--- config.mk ---
export PLATFORM = sky130hd
export DESIGN_NAME = vga_ctl_port
export DESIGN_NICKNAME = d
export VERILOG_FILES = /design/src/rtl/vga_ctl_pkg.sv /design/src/rtl/vga_ctl_sync.sv /design/src/rtl/vga_ctl_shifter.sv /design/src/rtl/vga_ctl_regbank.sv /design/src/rtl/vga_ctl_map.sv /design/src/rtl/vga_ctl_port.sv
export SDC_FILE = /design/constraint.sdc
export NUM_CORES = 1
export LEC_CHECK = 0
export BUFFER_PORTS_ARGS = -buffer_cell sky130_fd_sc_hd__buf_2
export CORE_ASPECT_RATIO = 0.8
export CORE_UTILIZATION = 57
export CTS_CLUSTER_SIZE = 25
export DETAILED_ROUTE_END_ITERATION = 7
export PLACE_DENSITY = 0.9
export SETUP_SLACK_MARGIN = 0.1
export SLEW_MARGIN = 10
export SYNTH_ARGS = -nofsm -noshare
export SYNTH_HDL_FRONTEND = slang
export SYNTH_HIERARCHICAL = 1
export SYNTH_SLANG_ARGS = --single-unit
export TNS_END_PERCENT = 1
--- constraint.sdc ---
create_clock -name clk_i -period 2.9 [get_ports clk_i]
set_input_delay 0.29 -clock clk_i [delete_from_list [all_inputs] [get_ports clk_i]]
set_output_delay 0.29 -clock clk_i [all_outputs]
set_load 0.02 [all_outputs]
--- src/rtl/vga_ctl_pkg.sv ---
package vga_ctl_pkg;
  parameter int GAIN_W   = 6;
  parameter int CUR_W    = 2;
  parameter int ADDR_W   = 4;
  parameter int WORD_W   = ADDR_W + CUR_W + GAIN_W;
  parameter int MIN_CODE = 5;   // codes at or below share the lowest step
  parameter int FULL_TH  = 55;  // full programmed bias from here up
  parameter int MID_TH   = 49;  // one tier lower from here up
  parameter int LOW_TH   = 40;  // two tiers lower from here up
  parameter logic [ADDR_W-1:0] ADDR_SET  = 4'd0;
  parameter logic [ADDR_W-1:0] ADDR_INIT = 4'd1;

  typedef struct packed {
    logic [CUR_W-1:0]  cur;
    logic [GAIN_W-1:0] gain;
  } vga_cfg_t;

  localparam vga_cfg_t CFG_RESET = '{cur: '1, gain: '1};
  localparam vga_cfg_t CFG_INIT  = '{cur: '0, gain: '0};
endpackage

--- src/rtl/vga_ctl_sync.sv ---
module vga_ctl_sync #(
  parameter int          W       = 1,
  parameter logic [W-1:0] RST_VAL = '0
) (
  input  logic         clk_i,
  input  logic         rst_ni,
  input  logic [W-1:0] d_i,
  output logic [W-1:0] q_o
);
  for (genvar i = 0; i < W; i++) begin : g_bit
    logic s1, s2;
    always_ff @(posedge clk_i or negedge rst_ni) begin
      if (!rst_ni) begin
        s1 <= RST_VAL[i];
        s2 <= RST_VAL[i];
      end else begin
        s1 <= d_i[i];
        s2 <= s1;
      end
    end
    assign q_o[i] = s2;
  end
endmodule

--- src/rtl/vga_ctl_shifter.sv ---
module vga_ctl_shifter
  import vga_ctl_pkg::*;
(
  input  logic              clk_i,
  input  logic              rst_ni,
  input  logic              sclk_i,
  input  logic              sdat_i,
  input  logic              ssel_ni,
  output logic              word_vld_o,
  output logic [WORD_W-1:0] word_o
);
  localparam int CNT_MAX = WORD_W + 1;
  localparam int CNT_W   = $clog2(CNT_MAX + 1);

  logic             sclk_q, ssel_q;
  logic [CNT_W-1:0] cnt;
  logic             sclk_rise, ssel_rise;

  assign sclk_rise = sclk_i & ~sclk_q;
  assign ssel_rise = ssel_ni & ~ssel_q;

  always_ff @(posedge clk_i or negedge rst_ni) begin
    if (!rst_ni) begin
      sclk_q     <= 1'b0;
      ssel_q     <= 1'b1;
      cnt        <= '0;
      word_o     <= '0;
      word_vld_o <= 1'b0;
    end else begin
      sclk_q     <= sclk_i;
      ssel_q     <= ssel_ni;
      word_vld_o <= 1'b0;
      if (ssel_rise) begin
        word_vld_o <= (cnt == CNT_W'(WORD_W));
        cnt        <= '0;
      end else if (!ssel_ni && sclk_rise) begin
        word_o <= {word_o[WORD_W-2:0], sdat_i};
        if (cnt != CNT_W'(CNT_MAX)) cnt <= cnt + 1'b1;
      end
    end
  end
endmodule

--- src/rtl/vga_ctl_regbank.sv ---
module vga_ctl_regbank
  import vga_ctl_pkg::*;
(
  input  logic              clk_i,
  input  logic              rst_ni,
  input  logic              word_vld_i,
  input  logic [WORD_W-1:0] word_i,
  input  logic              tx_i,
  output vga_cfg_t          act_o,
  output logic              amp_en_o
);
  logic [ADDR_W-1:0] addr;
  vga_cfg_t          wr_cfg, pend;
  logic              tx_q;

  assign addr   = word_i[WORD_W-1 -: ADDR_W];
  assign wr_cfg = vga_cfg_t'(word_i[CUR_W+GAIN_W-1:0]);

  always_ff @(posedge clk_i or negedge rst_ni) begin
    if (!rst_ni) begin
      pend  <= CFG_RESET;
      act_o <= CFG_RESET;
      tx_q  <= 1'b0;
    end else begin
      tx_q <= tx_i;
      if (tx_i && !tx_q) act_o <= pend;
      if (word_vld_i) begin
        if (addr == ADDR_SET)       pend <= wr_cfg;
        else if (addr == ADDR_INIT) pend <= CFG_INIT;
      end
    end
  end

  assign amp_en_o = tx_q;
endmodule

--- src/rtl/vga_ctl_map.sv ---
module vga_ctl_map
  import vga_ctl_pkg::*;
(
  input  vga_cfg_t           cfg_i,
  output logic [GAIN_W-1:0]  idx_o,
  output logic [CUR_W-1:0]   tier_o
);
  localparam logic [CUR_W-1:0] DROP_ALL = '1;
  logic [CUR_W-1:0] drop;

  always_comb begin
    if (cfg_i.gain <= GAIN_W'(MIN_CODE)) idx_o = '0;
    else                                  idx_o = cfg_i.gain - GAIN_W'(MIN_CODE);

    if (cfg_i.gain >= GAIN_W'(FULL_TH))     drop = CUR_W'(0);
    else if (cfg_i.gain >= GAIN_W'(MID_TH)) drop = CUR_W'(1);
    else if (cfg_i.gain >= GAIN_W'(LOW_TH)) drop = CUR_W'(2);
    else                                    drop = DROP_ALL;

    tier_o = (cfg_i.cur > drop) ? cfg_i.cur - drop : '0;
  end
endmodule

--- src/rtl/vga_ctl_port.sv ---
module vga_ctl_port
  import vga_ctl_pkg::*;
(
  input  logic              clk_i,
  input  logic              rst_ni,
  input  logic              ser_clk_i,
  input  logic              ser_dat_i,
  input  logic              ser_sel_ni,
  input  logic              tx_en_i,
  output logic [GAIN_W-1:0] gain_code_o,
  output logic [GAIN_W-1:0] gain_idx_o,
  output logic [CUR_W-1:0]  cur_code_o,
  output logic [CUR_W-1:0]  bias_tier_o,
  output logic              amp_en_o
);
  logic [3:0]        sync_q;
  logic              word_vld;
  logic [WORD_W-1:0] word;
  vga_cfg_t          act;

  // bit order: tx, sel, dat, clk; select idles high
  vga_ctl_sync #(.W(4), .RST_VAL(4'b0100)) u_sync (
    .clk_i (clk_i),
    .rst_ni(rst_ni),
    .d_i   ({tx_en_i, ser_sel_ni, ser_dat_i, ser_clk_i}),
    .q_o   (sync_q)
  );

  vga_ctl_shifter u_shift (
    .clk_i     (clk_i),
    .rst_ni    (rst_ni),
    .sclk_i    (sync_q[0]),
    .sdat_i    (sync_q[1]),
    .ssel_ni   (sync_q[2]),
    .word_vld_o(word_vld),
    .word_o    (word)
  );

  vga_ctl_regbank u_bank (
    .clk_i     (clk_i),
    .rst_ni    (rst_ni),
    .word_vld_i(word_vld),
    .word_i    (word),
    .tx_i      (sync_q[3]),
    .act_o     (act),
    .amp_en_o  (amp_en_o)
  );

  vga_ctl_map u_map (
    .cfg_i (act),
    .idx_o (gain_idx_o),
    .tier_o(bias_tier_o)
  );

  assign gain_code_o = act.gain;
  assign cur_code_o  = act.cur;
endmodule

# After elaboration in Yosys (flattened, before gate mapping)
# Cells that the tools add are included.
# W data, S select, Z words.
[classes]
add_sub_neg = 3
mul = 0
div_mod_pow = 0
magnitude_cmp = 5
eq_ne = 3
shift = 0
n_mux = 11
bitwise = 5
n_reduce_logical = 11
[ops]
columns = ["cell", "n"]
rows = [
  ["$ge A6 B6 Y1 const B", 3],
  ["$mux W8", 2],
  ["$mux W4", 3],
  ["$le A6 B3 Y1 const B", 1],
  ["$mux W2", 3],
  ["$mux W6", 1],
  ["$reduce_and A2 Y1", 3],
  ["$reduce_bool A2 Y1", 3],
  ["$sub A6 B3 Y6 const B", 1],
  ["$add A4 B1 Y4 const B", 1],
  ["$eq A4 B1 Y1 const B", 1],
  ["$eq A4 B4 Y1 const B", 1],
  ["$logic_not A4 Y1", 1],
  ["$ne A4 B4 Y1 const B", 1],
  ["$not A1 Y1", 3],
  ["$and A1 B1 Y1", 2],
  ["$gt A2 B2 Y1", 1],
  ["$logic_and A1 B1 Y1", 2],
  ["$logic_not A1 Y1", 2],
  ["$mux W1", 2],
  ["$sub A2 B2 Y2", 1],
]
[totals]
regBits = 44
latch_bits = 0
ram_bits = 0
rom_bits = 0
in_bits = 6
out_inout_bits = 17
elab_cells = 56
memories = 0

# Logic depth before layout (Yosys ltp)
# Gate-level depths: netlist of the first run.
[depth]
ltp_word = 6
depth_mapped = 8
mapped_depth_nobuf = 8

# Modules after synthesis
# Netlist of the first run, hierarchy kept.
[by_module_without_submodules]
columns = ["mod", "instances", "cells_each", "area_each_um2", "seq_area_each_um2"]
rows = [
  ["vga_ctl_shifter", 1, 82, 795.8, 476.7],
  ["vga_ctl_regbank", 1, 46, 734.5, 445.4],
  ["vga_ctl_map", 1, 36, 262.8, 0.0],
  ["vga_ctl_sync", 1, 12, 232.7, 202.7],
]

# Least setup slack after synthesis of the first run
# OpenSTA, ideal clock, no wires.
[synth_timing]
path_kind = "reg2out"
from = "reg u_bank/act_o[1] in the netlist's numbering"
to = "out bias_tier_o[1]"
t_arrival_ns = 2.407
required_ns = 2.610
path_slack_ns = 0.203
stages_incl_launch_ff = 9
cell_sequence = "dfstp_2 -> inv_1 -> ha_1 -> nand2b_1 -> o21ai_0 -> a31oi_1 -> ha_1 -> fa_1 -> a211oi_1"
[synth_between]
elab_chain_cells = 6
elab_cells_between_ends = 9
classes_between = "add/sub: 1; order compare: 4; mux: 4"
[synth_rtl]
columns = ["element", "line_no", "rtl"]
rows = [
  ["start: declaration", "vga_ctl_regbank.sv:9", "output vga_cfg_t act_o,"],
  ["start signal: assignment", "vga_ctl_regbank.sv:26", "if (tx_i && !tx_q) act_o <= pend;"],
  ["$ge A6 B6 Y1", "vga_ctl_map.sv:17", "else if (cfg_i.gain >= GAIN_W'(LOW_TH)) drop = CUR_W'(2);"],
  ["$mux W1", "vga_ctl_map.sv:17", ""],
  ["$mux W2", "vga_ctl_map.sv:16", "else if (cfg_i.gain >= GAIN_W'(MID_TH)) drop = CUR_W'(1);"],
  ["$mux W2 *", "vga_ctl_map.sv:15", "if (cfg_i.gain >= GAIN_W'(FULL_TH)) drop = CUR_W'(0);"],
  ["$sub A2 B2 Y2 / $gt A2 B2 Y1 (equally long branches)", "vga_ctl_map.sv:20", "tier_o = (cfg_i.cur > drop) ? cfg_i.cur - drop : '0;"],
  ["$mux W2 *", "vga_ctl_map.sv:20", ""],
  ["end: declaration", "vga_ctl_port.sv:13", "output logic [CUR_W-1:0] bias_tier_o,"],
]
# Mark *: on every way between the ends. The rest lies on a longest branch, timed or not.

# Worst setup path after layout of the first run
# Same ends and word-level chain as after synthesis.

==> results of run 1 <==
-- layout make-up --
class	count	area [um2]	area share
clock inverters	2	15.0	0.00664
inverters	8	30.0	0.0133
flip-flops and latches	44	1120	0.498
repair buffers	25	135	0.0598
clock buffers	6	82.6	0.0365
well taps	40	50.0	0.0221
multi-input cells	114	823	0.364
-- final timing paths --
| check | startpoint | to | slack, ns |
|---|---|---|---|
| setup / recovery | u_bank/act_o[1]$_DFFE_PN1P_ | bias_tier_o[1] | 0.20 |
| hold / removal | ser_sel_ni | u_sync/g_bit[2].s1$_DFF_PN1_ | 0.09 |
| setup reg to reg | u_sync/g_bit[2].s2$_DFF_PN1_ | u_shift/cnt[2]$_DFFE_PN0P_ | 1.17 |
| hold reg to reg | u_sync/g_bit[0].s1$_DFF_PN0_ | u_sync/g_bit[0].s2$_DFF_PN0_ | 0.35 |
| max in group asynchronous | rst_ni | u_shift/word_o[1]$_DFFE_PN0P_ | 2.19 |
| min in group asynchronous | rst_ni | u_shift/sclk_q$_DFF_PN0_ | 0.13 |
-- layer usage --
metal / share of wire / wire length (um) / track usage / vias up
met2: 0.48 / 1670 / 0.318 / 45
met5: 0 / 0 / 0 / -
met1: 0.43 / 1520 / 0.271 / 654
met4: 0.049 / 172 / 0.173 / 0
met3: 0.042 / 147 / 0.0496 / 19
li1: - / - / - / 626
-- per-stage QoR --
| step | area (um2) | util |
|---|---|---|
| 2_1_floorplan | 2030 | - |
| 5_1_grt | 2260 | 0.697 |
| 4_1_cts | 2240 | 0.691 |
| 3_5_place_dp | 2130 | 0.655 |
| 3_3_place_gp | 2130 | 0.655 |
| 6_report | 2260 | 0.697 |
-- cells in the final DEF (no fill, tap or decap), types with 2 or more instances in the layout --
| cell type | n |
|---|---|
| a21oi_1 | 2 |
| clkbuf_8 | 6 |
| nand2_1 | 38 |
| o21ai_0 | 4 |
| mux2_2 | 16 |
| dfstp_2 | 19 |
| dfrtp_1 | 25 |
| clkinvlp_4 | 2 |
| ha_1 | 5 |
| nand3_1 | 2 |
| ha_2 | 3 |
| o31ai_1 | 2 |
| nor3b_1 | 10 |
| inv_1 | 8 |
| nor3_1 | 2 |
| buf_4 | 4 |
| nor2_1 | 6 |
| buf_2 | 21 |
| o311ai_0 | 2 |
-- state kept, by name, summed over array words and instances, names as in the netlist --
| signal | cells |
|---|---|
| u_shift/sclk_q | 1 |
| u_bank/pend | 8 |
| u_sync/g_bit.s2 | 4 |
| u_shift/cnt | 4 |
| u_shift/ssel_q | 1 |
| u_shift/word_o | 12 |
| u_sync/g_bit.s1 | 4 |
| u_shift/word_vld_o | 1 |
| u_bank/amp_en_o | 1 |
| u_bank/act_o | 8 |
-- power groups by stage --
stage	Clock (mW)	Combinational (mW)	Sequential (mW)
2_1_floorplan	0	0.0686	0.685
3_3_place_gp	0	0.0767	0.696
3_5_place_dp	0	0.0830	0.700
4_1_cts	0.399	0.0848	0.689
5_1_grt	0.418	0.0979	0.696
6_report	0.390	0.0848	0.690
-- worst max-delay path, stage by stage (launching register included) --
cell	delay, ns
dfstp_2	0.53
inv_1	0.06
ha_2	0.18
nand2b_4	0.14
o311a_2	0.34
inv_1	0.08
fa_1	0.42
a211oi_2	0.20
buf_4	0.17
-- logic make-up (layout without fill, tap and decap cells) --
kind of cell | after synthesis | after routing
and+or+nand+nor | 72 | 72
DFF | 44 | 44
buffers and inverters | 18 | 41
AOI/OAI and AO/OA | 16 | 16
muxes | 16 | 16
adders and majority gates | 9 | 9
xor gates and xnor gates | 1 | 1
-- what timing repair did --
| action | in CTS | in global routing |
|---|---|---|
| gates resized for setup | 2 | 5 |
| gates cloned | 0 | 0 |
| setup buffers | 2 | 0 |
| pin swaps | 0 | 1 |
| hold buffers | 0 | 0 |
| endpoints found under the setup margin | 1 | 1 |
-- Yosys cell counts (4+ instances only) --
| cell | instances |
|---|---|
| buf_4 | 4 |
| clkbuf_1 | 4 |
| dfrtp_1 | 25 |
| dfstp_2 | 19 |
| ha_1 | 8 |
| inv_1 | 8 |
| mux2_2 | 16 |
| nand2_1 | 38 |
| nor2_1 | 6 |
| nor3b_1 | 10 |
| o21ai_0 | 5 |
==> results.py, run 1 <==
metrics = {
    "synthesis": {
        "synthFlopType": "dfrtp_1",
        "syn_area_mm2": 0.00203,
        "synthMuxAreaShare": 0.0889,
        "yosysTopAreaCellShare": 0.309,
        "synth_top_family_by_area": "simple AND/OR/NAND/NOR gates",
        "synth-compound-area-share": 0.0537,
        "syn_area_per_cell_um2": 11.5,
        "ys_types": 37,
        "post-synth-top-area-cell": "dfrtp_1",
        "synth_area_leaders": "dfrtp_1 31%, dfstp_2 25%, mux2_2 8.9%",
        "ys_warn_count": 6,
        "synth-edff-count": 0,
        "ys_seq_area_frac": 0.555,
        "async_reset_ff_frac": 1.00,
        "netlist_instances": 176,
        "synthXorXnorAreaFrac": 0.00432,
        "synth-adder-area-share": 0.0593,
        "synthesis.nets": 191,
        "yosys.area_share.simple": 0.190,
        "ys_ff_latch": 44,
    },
    "clock_network": {
        "clkSinkCount": 44,
        "cts-root-buf": "clkbuf_8",
        "cts_tree": "done",
        "ctsHtreeMaxLevel": 2,
        "clk_path_buf_depth": 2,
        "clock_latency_ns": 0.29,
        "cts_buffers": 5,
        "clk_pin_slew_worst_paths_ns": 0.08,
    },
    "drt": {
        "postRouteWirelength_mm": 3.51,
        "first_iter_violations": 29,
        "dr.pass1.iters": 4,
        "vias": 1344,
        "wire_per_inst_um": 14.7,
        "postRouteAntennaNets": 0,
        "viasPerCell": 5.62,
        "drc": 0,
    },
    "pwr": {
        "seqPwrFrac": 0.592,
        "p_comb_frac": 0.073,
        "p_leak_nw": 1.07,
        "power.density_mw_per_mm2": 515,
        "p_sw_mw": 0.282,
        "p_total_mw": 1.16,
        "vdd_drop_max_mv": 0.406,
        "clockPowerShare": 0.335,
        "p_int_mw": 0.882,
        "swShare": 0.242,
    },
    "die": {
        "die_area_mm2": 0.00380,
        "ios": 23,
        "die_h_um": 55.3,
        "rows": 18,
        "core_area_mm2": 0.00324,
        "initial_utilization": 0.625,
        "fp.dieW_um": 68.7,
    },
    "sta": {
        "rsz0062_at_grt": "false",
        "skew_ns": 0.00402,
        "period_minus_slack_ns": 2.70,
        "setup_violations": 0,
        "slew_violations": 0,
        "fin_hold_ws_ns": 0.0880,
        "clock.fmax_ghz": 0.370,
        "setup_ws_ns": 0.198,
        "slew_headroom": 0.378,
        "timing.setup.tns_ns": 0,
        "fin_crit_sh": 0.932,
        "worst_pin_slew_ns": 0.932,
        "hold_viol_final": 0,
    },
    "cells_and_area": {
        "diodes": 0,
        "drive_gt1_frac": 0.392,
        "area_growth_pct": 11.6,
        "fin_cells": 239,
        "fillers": 218,
        "nets": 213,
    },
    "place": {
        "dp_hpwl_mm": 2.41,
        "dpl_worst_slack_ns": 0.369,
        "place_inst": 229,
        "port-buffer-count": 22,
        "place_congestion": 0.797,
    },
    "setup_path": {
        "rr_worst_depth": 3,
        "start_kind": "flop",
        "crit_required_ns": 2.61,
        "critPathCaptureType": "primary output",
        "crit_type": "reg -> out",
        "worstPathMaxFanout": 2,
        "arrival_ns": 2.41,
    },
    "worst_hold_path": {
        "worstHoldPathType": "in -> reg",
        "whs_path_depth": 1,
    },
    "grt": {
        "gr-total-overflow": 0,
        "grt_max_degree": 45,
        "antenna_found_initial": 0,
        "grt_pass1_vias": 1334,
        "grt_pass1_wl_mm": 5.91,
        "globalRouteTotalUtil": 0.217,
    },
    "run_status": {
        "status": "completed",
    },
    "flow_run": {
        "maxCapViolCount": 0,
    },
}
(Power assumes the default switching activity.)
==> inputs of run 2 (changes only) <==
--- a/config.mk
+++ b/config.mk
@@ -11,7 +11,7 @@
 export CTS_CLUSTER_SIZE = 25
 export DETAILED_ROUTE_END_ITERATION = 7
 export PLACE_DENSITY = 0.9
-export SETUP_SLACK_MARGIN = 0.1
+export SETUP_SLACK_MARGIN = 0.5
 export SLEW_MARGIN = 10
 export SYNTH_ARGS = -nofsm -noshare
 export SYNTH_HDL_FRONTEND = slang
==> run 2 against run 1 <==
Non-clock buffer count unchanged. Clock-buffer cell count is the same. Worst hold slack gained 0.0051 ns. Global-route usage is 1.0 points higher. Cell count stayed put. Die area unchanged. Combinational power shrank 2%. Clock skew up 0.0077 ns. Sequential power is essentially flat. Design area is 0.89% higher.
==> results.py, run 2 (synthesized netlist as in run 1, its figures left out) <==
metrics = {
    "pwr": {
        "swShare": 0.243,
        "seqPwrFrac": 0.595,
        "power.density_mw_per_mm2": 509,
        "p_int_mw": 0.880,
        "vdd_drop_max_mv": 0.544,
        "p_comb_frac": 0.072,
        "p_leak_nw": 1.07,
        "clockPowerShare": 0.333,
        "p_sw_mw": 0.282,
    },
    "setup_path": {
        "reg2reg_to": "u_shift/cnt[3]$_DFFE_PN0P_",
        "rr_worst_depth": 3,
        "critPathCaptureType": "primary output",
        "timing.rr.start": "u_sync/g_bit[2].s2$_DFF_PN1_",
        "critPathMaxStageDelay_ns": 0.55,
        "rrSetupSlack_ns": 1.15,
        "worstPathMaxFanout": 2,
        "crit_required_ns": 2.61,
        "crit_type": "reg -> out",
        "start_kind": "flop",
        "cp_cell_sequence": "inv_2, ha_1, nand2b_4, o21ai_2, a31oi_1, ha_2, fa_2, a211oi_4, buf_6",
        "arrival_ns": 2.43,
        "slowest_stage": "dfstp_2",
    },
    "sta": {
        "period_minus_slack_ns": 2.72,
        "skew_ns": 0.0117,
        "worst_pin_slew_ns": 0.915,
        "fin_crit_sh": 0.939,
        "slew_violations": 0,
        "rsz0062_at_grt": "true",
        "slew_headroom": 0.390,
        "setup_violations": 0,
        "timing.setup.tns_ns": 0,
        "hold_viol_final": 0,
        "setup_ws_ns": 0.177,
        "clock.fmax_ghz": 0.367,
    },
    "clock_network": {
        "cts-root-buf": "clkbuf_8",
        "cts_tree": "done",
        "cts_buffers": 5,
        "clk_path_buf_depth": 2,
        "cts_hold_buf": 0,
        "clock_latency_ns": 0.30,
        "clkSinkCount": 44,
        "ctsHtreeMaxLevel": 2,
        "clk_pin_slew_worst_paths_ns": 0.08,
    },
    "drt": {
        "first_iter_violations": 121,
        "dr.pass1.iters": 4,
        "postRouteAntennaNets": 0,
        "wire_per_inst_um": 15.0,
        "postRouteWirelength_mm": 3.58,
        "viasPerCell": 5.47,
        "drc": 0,
        "vias": 1308,
    },
    "place": {
        "dpl_worst_slack_ns": 0.365,
        "place_congestion": 0.839,
        "port-buffer-count": 22,
        "dp_hpwl_mm": 2.48,
        "dpl-instance-area_mm2": 0.00215,
        "place_inst": 229,
    },
    "cells_and_area": {
        "most-common-layout-cells": "38 x nand2_1, 25 x dfrtp_1, 21 x buf_2, 19 x dfstp_2, 16 x mux2_2",
        "layout_commonest_cell": "nand2_1",
        "area_growth_pct": 12.6,
        "top_register": "u_shift/word_o",
        "fin_area_mm2": 0.00228,
        "reg_top3": "u_shift/word_o (12), u_bank/act_o (8), u_bank/pend (8)",
        "drive_gt1_frac": 0.407,
        "diodes": 0,
        "largest_reg_flops": 12,
        "nets": 213,
        "fin_cells": 239,
    },
    "die": {
        "die_area_mm2": 0.00380,
        "fp.dieW_um": 68.7,
        "core_area_mm2": 0.00324,
        "rows": 18,
        "die_h_um": 55.3,
        "ios": 23,
        "initial_utilization": 0.625,
    },
    "worst_hold_path": {
        "hold_end": "u_sync/g_bit[2].s1$_DFF_PN1_",
        "worstHoldPathType": "in -> reg",
        "whs_path_depth": 1,
        "min_from": "ser_sel_ni",
    },
    "grt": {
        "globalRouteTotalUtil": 0.227,
        "grt_pass1_wl_mm": 6.28,
        "grt_max_degree": 45,
        "gr-total-overflow": 0,
        "grt_pass1_vias": 1375,
        "antenna_found_initial": 0,
    },
    "flow_run": {
        "maxCapViolCount": 0,
    },
    "run_status": {
        "status": "completed",
    },
}
## run 2: repair_timing
item,4_1_cts,5_1_grt
setup buffers,2,0
endpoints found under the hold margin,0,0
gates resized for setup,6,0
pin swaps,2,0
endpoints found under the setup margin,2,2
## run 2: metrics by stage
step	power (mW)	hold WS, ns	util
floorplan	0.754	-0.00559	-
global placement	0.772	0.331	0.662
detailed placement	0.782	0.336	0.662
CTS	1.17	0.0829	0.703
global route	1.22	0.0735	0.703
finish	1.16	0.0931	0.703
## run 2: final cells by class
type | count | area, um2
clock buffers | 6 | 82.6
clock inverters | 2 | 10.0
fillers | 210 | 962
inverters | 8 | 30.0
multi-input cells | 114 | 845
flip-flops and latches | 44 | 1120
well taps | 40 | 50.0
repair buffers | 25 | 139
## run 2: worst max path at each step
stage               cells after the start        endpoint                        start  slack [ns]
finish                                  9  bias_tier_o[1]  u_bank/act_o[1]$_DFFE_PN1P_        0.18
floorplan                               7  bias_tier_o[1]  u_bank/act_o[1]$_DFFE_PN1P_        0.52
global placement                        9  bias_tier_o[1]  u_bank/act_o[1]$_DFFE_PN1P_        0.51
global route                            9  bias_tier_o[1]  u_bank/act_o[0]$_DFFE_PN1P_        0.05
CTS                                     9  bias_tier_o[1]  u_bank/act_o[0]$_DFFE_PN1P_        0.17
detailed placement                      9  bias_tier_o[1]  u_bank/act_o[1]$_DFFE_PN1P_        0.36
## run 2: critical path, delay by kind of cell (launching register included)
kind                     cells  cell delay, ns
flip-flops                   1            0.55
adder cells (fa/ha/maj)      3            0.82
AND/OR/NAND/NOR              1            0.16
buffers and inverters        2            0.18
AO/OA/AOI/OAI                3            0.41
## run 2: per-layer routing
metal  track usage  share of wire  routed length, um  vias to the layer above
met2         0.350           0.51               1840                       33
met1         0.315           0.43               1550                      645
met4        0.0357         0.0045                 16                        0
met5             0              0                  0                        -
met3        0.0806          0.047                169                        2
li1              -              -                  -                      628
## run 2: power groups by stage
stage	registers [mW]	clock network (mW)	logic, mW
floorplan	0.685	0	0.0686
global placement	0.696	0	0.0761
detailed placement	0.700	0	0.0822
CTS	0.689	0.396	0.0830
global route	0.697	0.427	0.0949
finish	0.691	0.387	0.0834
==> inputs of run 3 (changes only) <==
--- a/config.mk
+++ b/config.mk
@@ -7,6 +7,7 @@
 export LEC_CHECK = 0
 export BUFFER_PORTS_ARGS = -buffer_cell sky130_fd_sc_hd__buf_2
 export CORE_ASPECT_RATIO = 0.8
+export CORE_MARGIN = 3
 export CORE_UTILIZATION = 57
 export CTS_CLUSTER_SIZE = 25
 export DETAILED_ROUTE_END_ITERATION = 7
==> run 3 against run 2 <==
Worst hold slack lost 0.0076 ns. Global-route usage is 2.0 points lower. Power is 0.84% higher. Clock power is 2% higher. First-iteration DRC count is 28% higher. Cell count grew 0.42%. Worst setup slack improved by 0.024 ns. Sequential share of layout area down 0.24 points. Sequential cell count unchanged. Register-to-register slack got worse by 0.05 ns. Fmax is 0.89% higher. Sequential power is essentially flat. Largest cell class unchanged.
==> results.py, run 3 (synthesized netlist as in run 1, its figures left out) <==
metrics = {
    "clock_network": {
        "clk_path_buf_depth": 2,
        "cts_hold_buf": 0,
        "ctsHtreeMaxLevel": 2,
        "clk_pin_slew_worst_paths_ns": 0.08,
        "clkSinkCount": 44,
        "clock_latency_ns": 0.29,
        "cts_tree": "done",
        "cts_buffers": 5,
        "cts-root-buf": "clkbuf_8",
    },
    "sta": {
        "clock.fmax_ghz": 0.371,
        "period_minus_slack_ns": 2.70,
        "worst_pin_slew_ns": 0.910,
        "rsz0062_at_grt": "true",
        "fin_crit_sh": 0.931,
        "timing.setup.tns_ns": 0,
        "slew_headroom": 0.393,
        "setup_violations": 0,
        "skew_ns": 0.00552,
        "hold_viol_final": 0,
        "slew_violations": 0,
        "setup_ws_ns": 0.201,
    },
    "die": {
        "fp.dieW_um": 72.7,
        "core_area_mm2": 0.00324,
        "initial_utilization": 0.625,
        "die_h_um": 59.3,
        "rows": 18,
        "die_area_mm2": 0.00431,
        "ios": 23,
    },
    "place": {
        "place_congestion": 0.756,
        "dpl_worst_slack_ns": 0.408,
        "dp_hpwl_mm": 2.53,
        "place_inst": 229,
        "port-buffer-count": 22,
    },
    "setup_path": {
        "cp_cell_sequence": "inv_2, ha_2, nand2b_4, o311a_2, inv_2, fa_2, a211oi_4, buf_6",
        "crit_path_frequent_cell": "inv_2",
        "worstPathMaxFanout": 2,
        "crit_required_ns": 2.61,
        "reg2reg_to": "u_shift/cnt[2]$_DFFE_PN0P_",
        "rrSetupSlack_ns": 1.10,
        "critPathMaxStageDelay_ns": 0.55,
        "critPathCaptureType": "primary output",
        "crit_type": "reg -> out",
        "rr_worst_depth": 3,
        "timing.rr.start": "u_sync/g_bit[2].s2$_DFF_PN1_",
        "start_kind": "flop",
        "slowest_stage": "dfstp_2",
        "arrival_ns": 2.41,
    },
    "grt": {
        "antenna_found_initial": 0,
        "grt_pass1_vias": 1371,
        "grt_pass1_wl_mm": 6.63,
        "gr-total-overflow": 0,
        "grt_max_degree": 45,
        "globalRouteTotalUtil": 0.207,
    },
    "drt": {
        "postRouteWirelength_mm": 4.01,
        "vias": 1377,
        "wl_met2_mm": 2.13,
        "first_iter_violations": 155,
        "top_layer_used": "met4",
        "drc": 0,
        "postRouteAntennaNets": 0,
        "wire_per_inst_um": 16.7,
        "dr_wl_met3_um": 218,
        "viasPerCell": 5.74,
        "dr.pass1.iters": 4,
        "wl_met1_mm": 1.62,
    },
    "pwr": {
        "vdd_drop_max_mv": 0.456,
        "p_leak_nw": 1.08,
        "power.density_mw_per_mm2": 511,
        "p_total_mw": 1.17,
    },
    "cells_and_area": {
        "reg_top3": "u_shift/word_o (12), u_bank/act_o (8), u_bank/pend (8)",
        "diodes": 0,
        "most-common-layout-cells": "38 x nand2_1, 25 x dfrtp_1, 21 x buf_2, 19 x dfstp_2, 16 x mux2_2",
        "layout_commonest_cell": "nand2_1",
        "top_register": "u_shift/word_o",
        "drive_gt1_frac": 0.410,
        "area_growth_pct": 13.2,
        "fin_cells": 240,
        "largest_reg_flops": 12,
        "nets": 214,
    },
    "worst_hold_path": {
        "hold_end": "u_sync/g_bit[2].s1$_DFF_PN1_",
        "whs_path_depth": 1,
        "min_from": "ser_sel_ni",
        "worstHoldPathType": "in -> reg",
    },
    "flow_run": {
        "maxCapViolCount": 0,
    },
    "run_status": {
        "status": "completed",
    },
}
-- run 3: worst max-delay path by stage --
stage,start,endpoint,slack (ns),depth (start not counted)
6_report,u_bank/act_o[1]$_DFFE_PN1P_,bias_tier_o[1],0.20,8
5_1_grt,u_bank/act_o[1]$_DFFE_PN1P_,bias_tier_o[1],0.12,8
3_3_place_gp,u_bank/act_o[1]$_DFFE_PN1P_,bias_tier_o[1],0.51,9
4_1_cts,u_bank/act_o[0]$_DFFE_PN1P_,bias_tier_o[1],0.15,8
3_5_place_dp,u_bank/act_o[0]$_DFFE_PN1P_,bias_tier_o[1],0.41,9
2_1_floorplan,u_bank/act_o[1]$_DFFE_PN1P_,bias_tier_o[1],0.52,7
-- run 3: timing repair --
action,4_1_cts,5_1_grt
resized for setup,6,0
buffers inserted,3,0
endpoints found under the hold margin,0,0
pin swaps,5,2
endpoints found under the setup margin,2,3
-- run 3: per-stage QoR --
step | hold WS (ns) | area, um2 | util
after floorplan | -0.00559 | 2050 | -
after global placement | 0.331 | 2150 | 0.662
after detailed placement | 0.336 | 2150 | 0.662
after CTS | 0.0834 | 2290 | 0.707
after global routing | 0.0666 | 2290 | 0.707
final | 0.0855 | 2290 | 0.707
-- run 3: power by group --
group	internal [mW]	total [mW]	switching (mW)
Sequential	0.654	0.693	0.0386
Combinational	0.0357	0.0857	0.0500
Clock	0.193	0.393	0.201
-- run 3: layout make-up --
cell class                      instances  area [um2]
Inverter                                8        30.0
Fill cell                             221         951
Sequential cell                        44        1120
Clock inverter                          2        15.0
Clock buffer                            6        82.6
Multi-Input combinational cell        114         843
Tap cell                               40        50.0
Timing Repair Buffer                   26         146
-- run 3: layer usage --
layer,global-route usage,vias to the layer above
li1,-,631
met1,0.264,696
met2,0.344,44
met3,0.0627,6
met4,0.0605,0
met5,0,-
-- run 3: worst max-delay path, delay by kind of cell (launching register included) --
family	cells	cell delay, ns
fa+ha+maj	2	0.62
compound gates	2	0.53
simple gates	1	0.14
buf+inv	3	0.27
flops	1	0.55
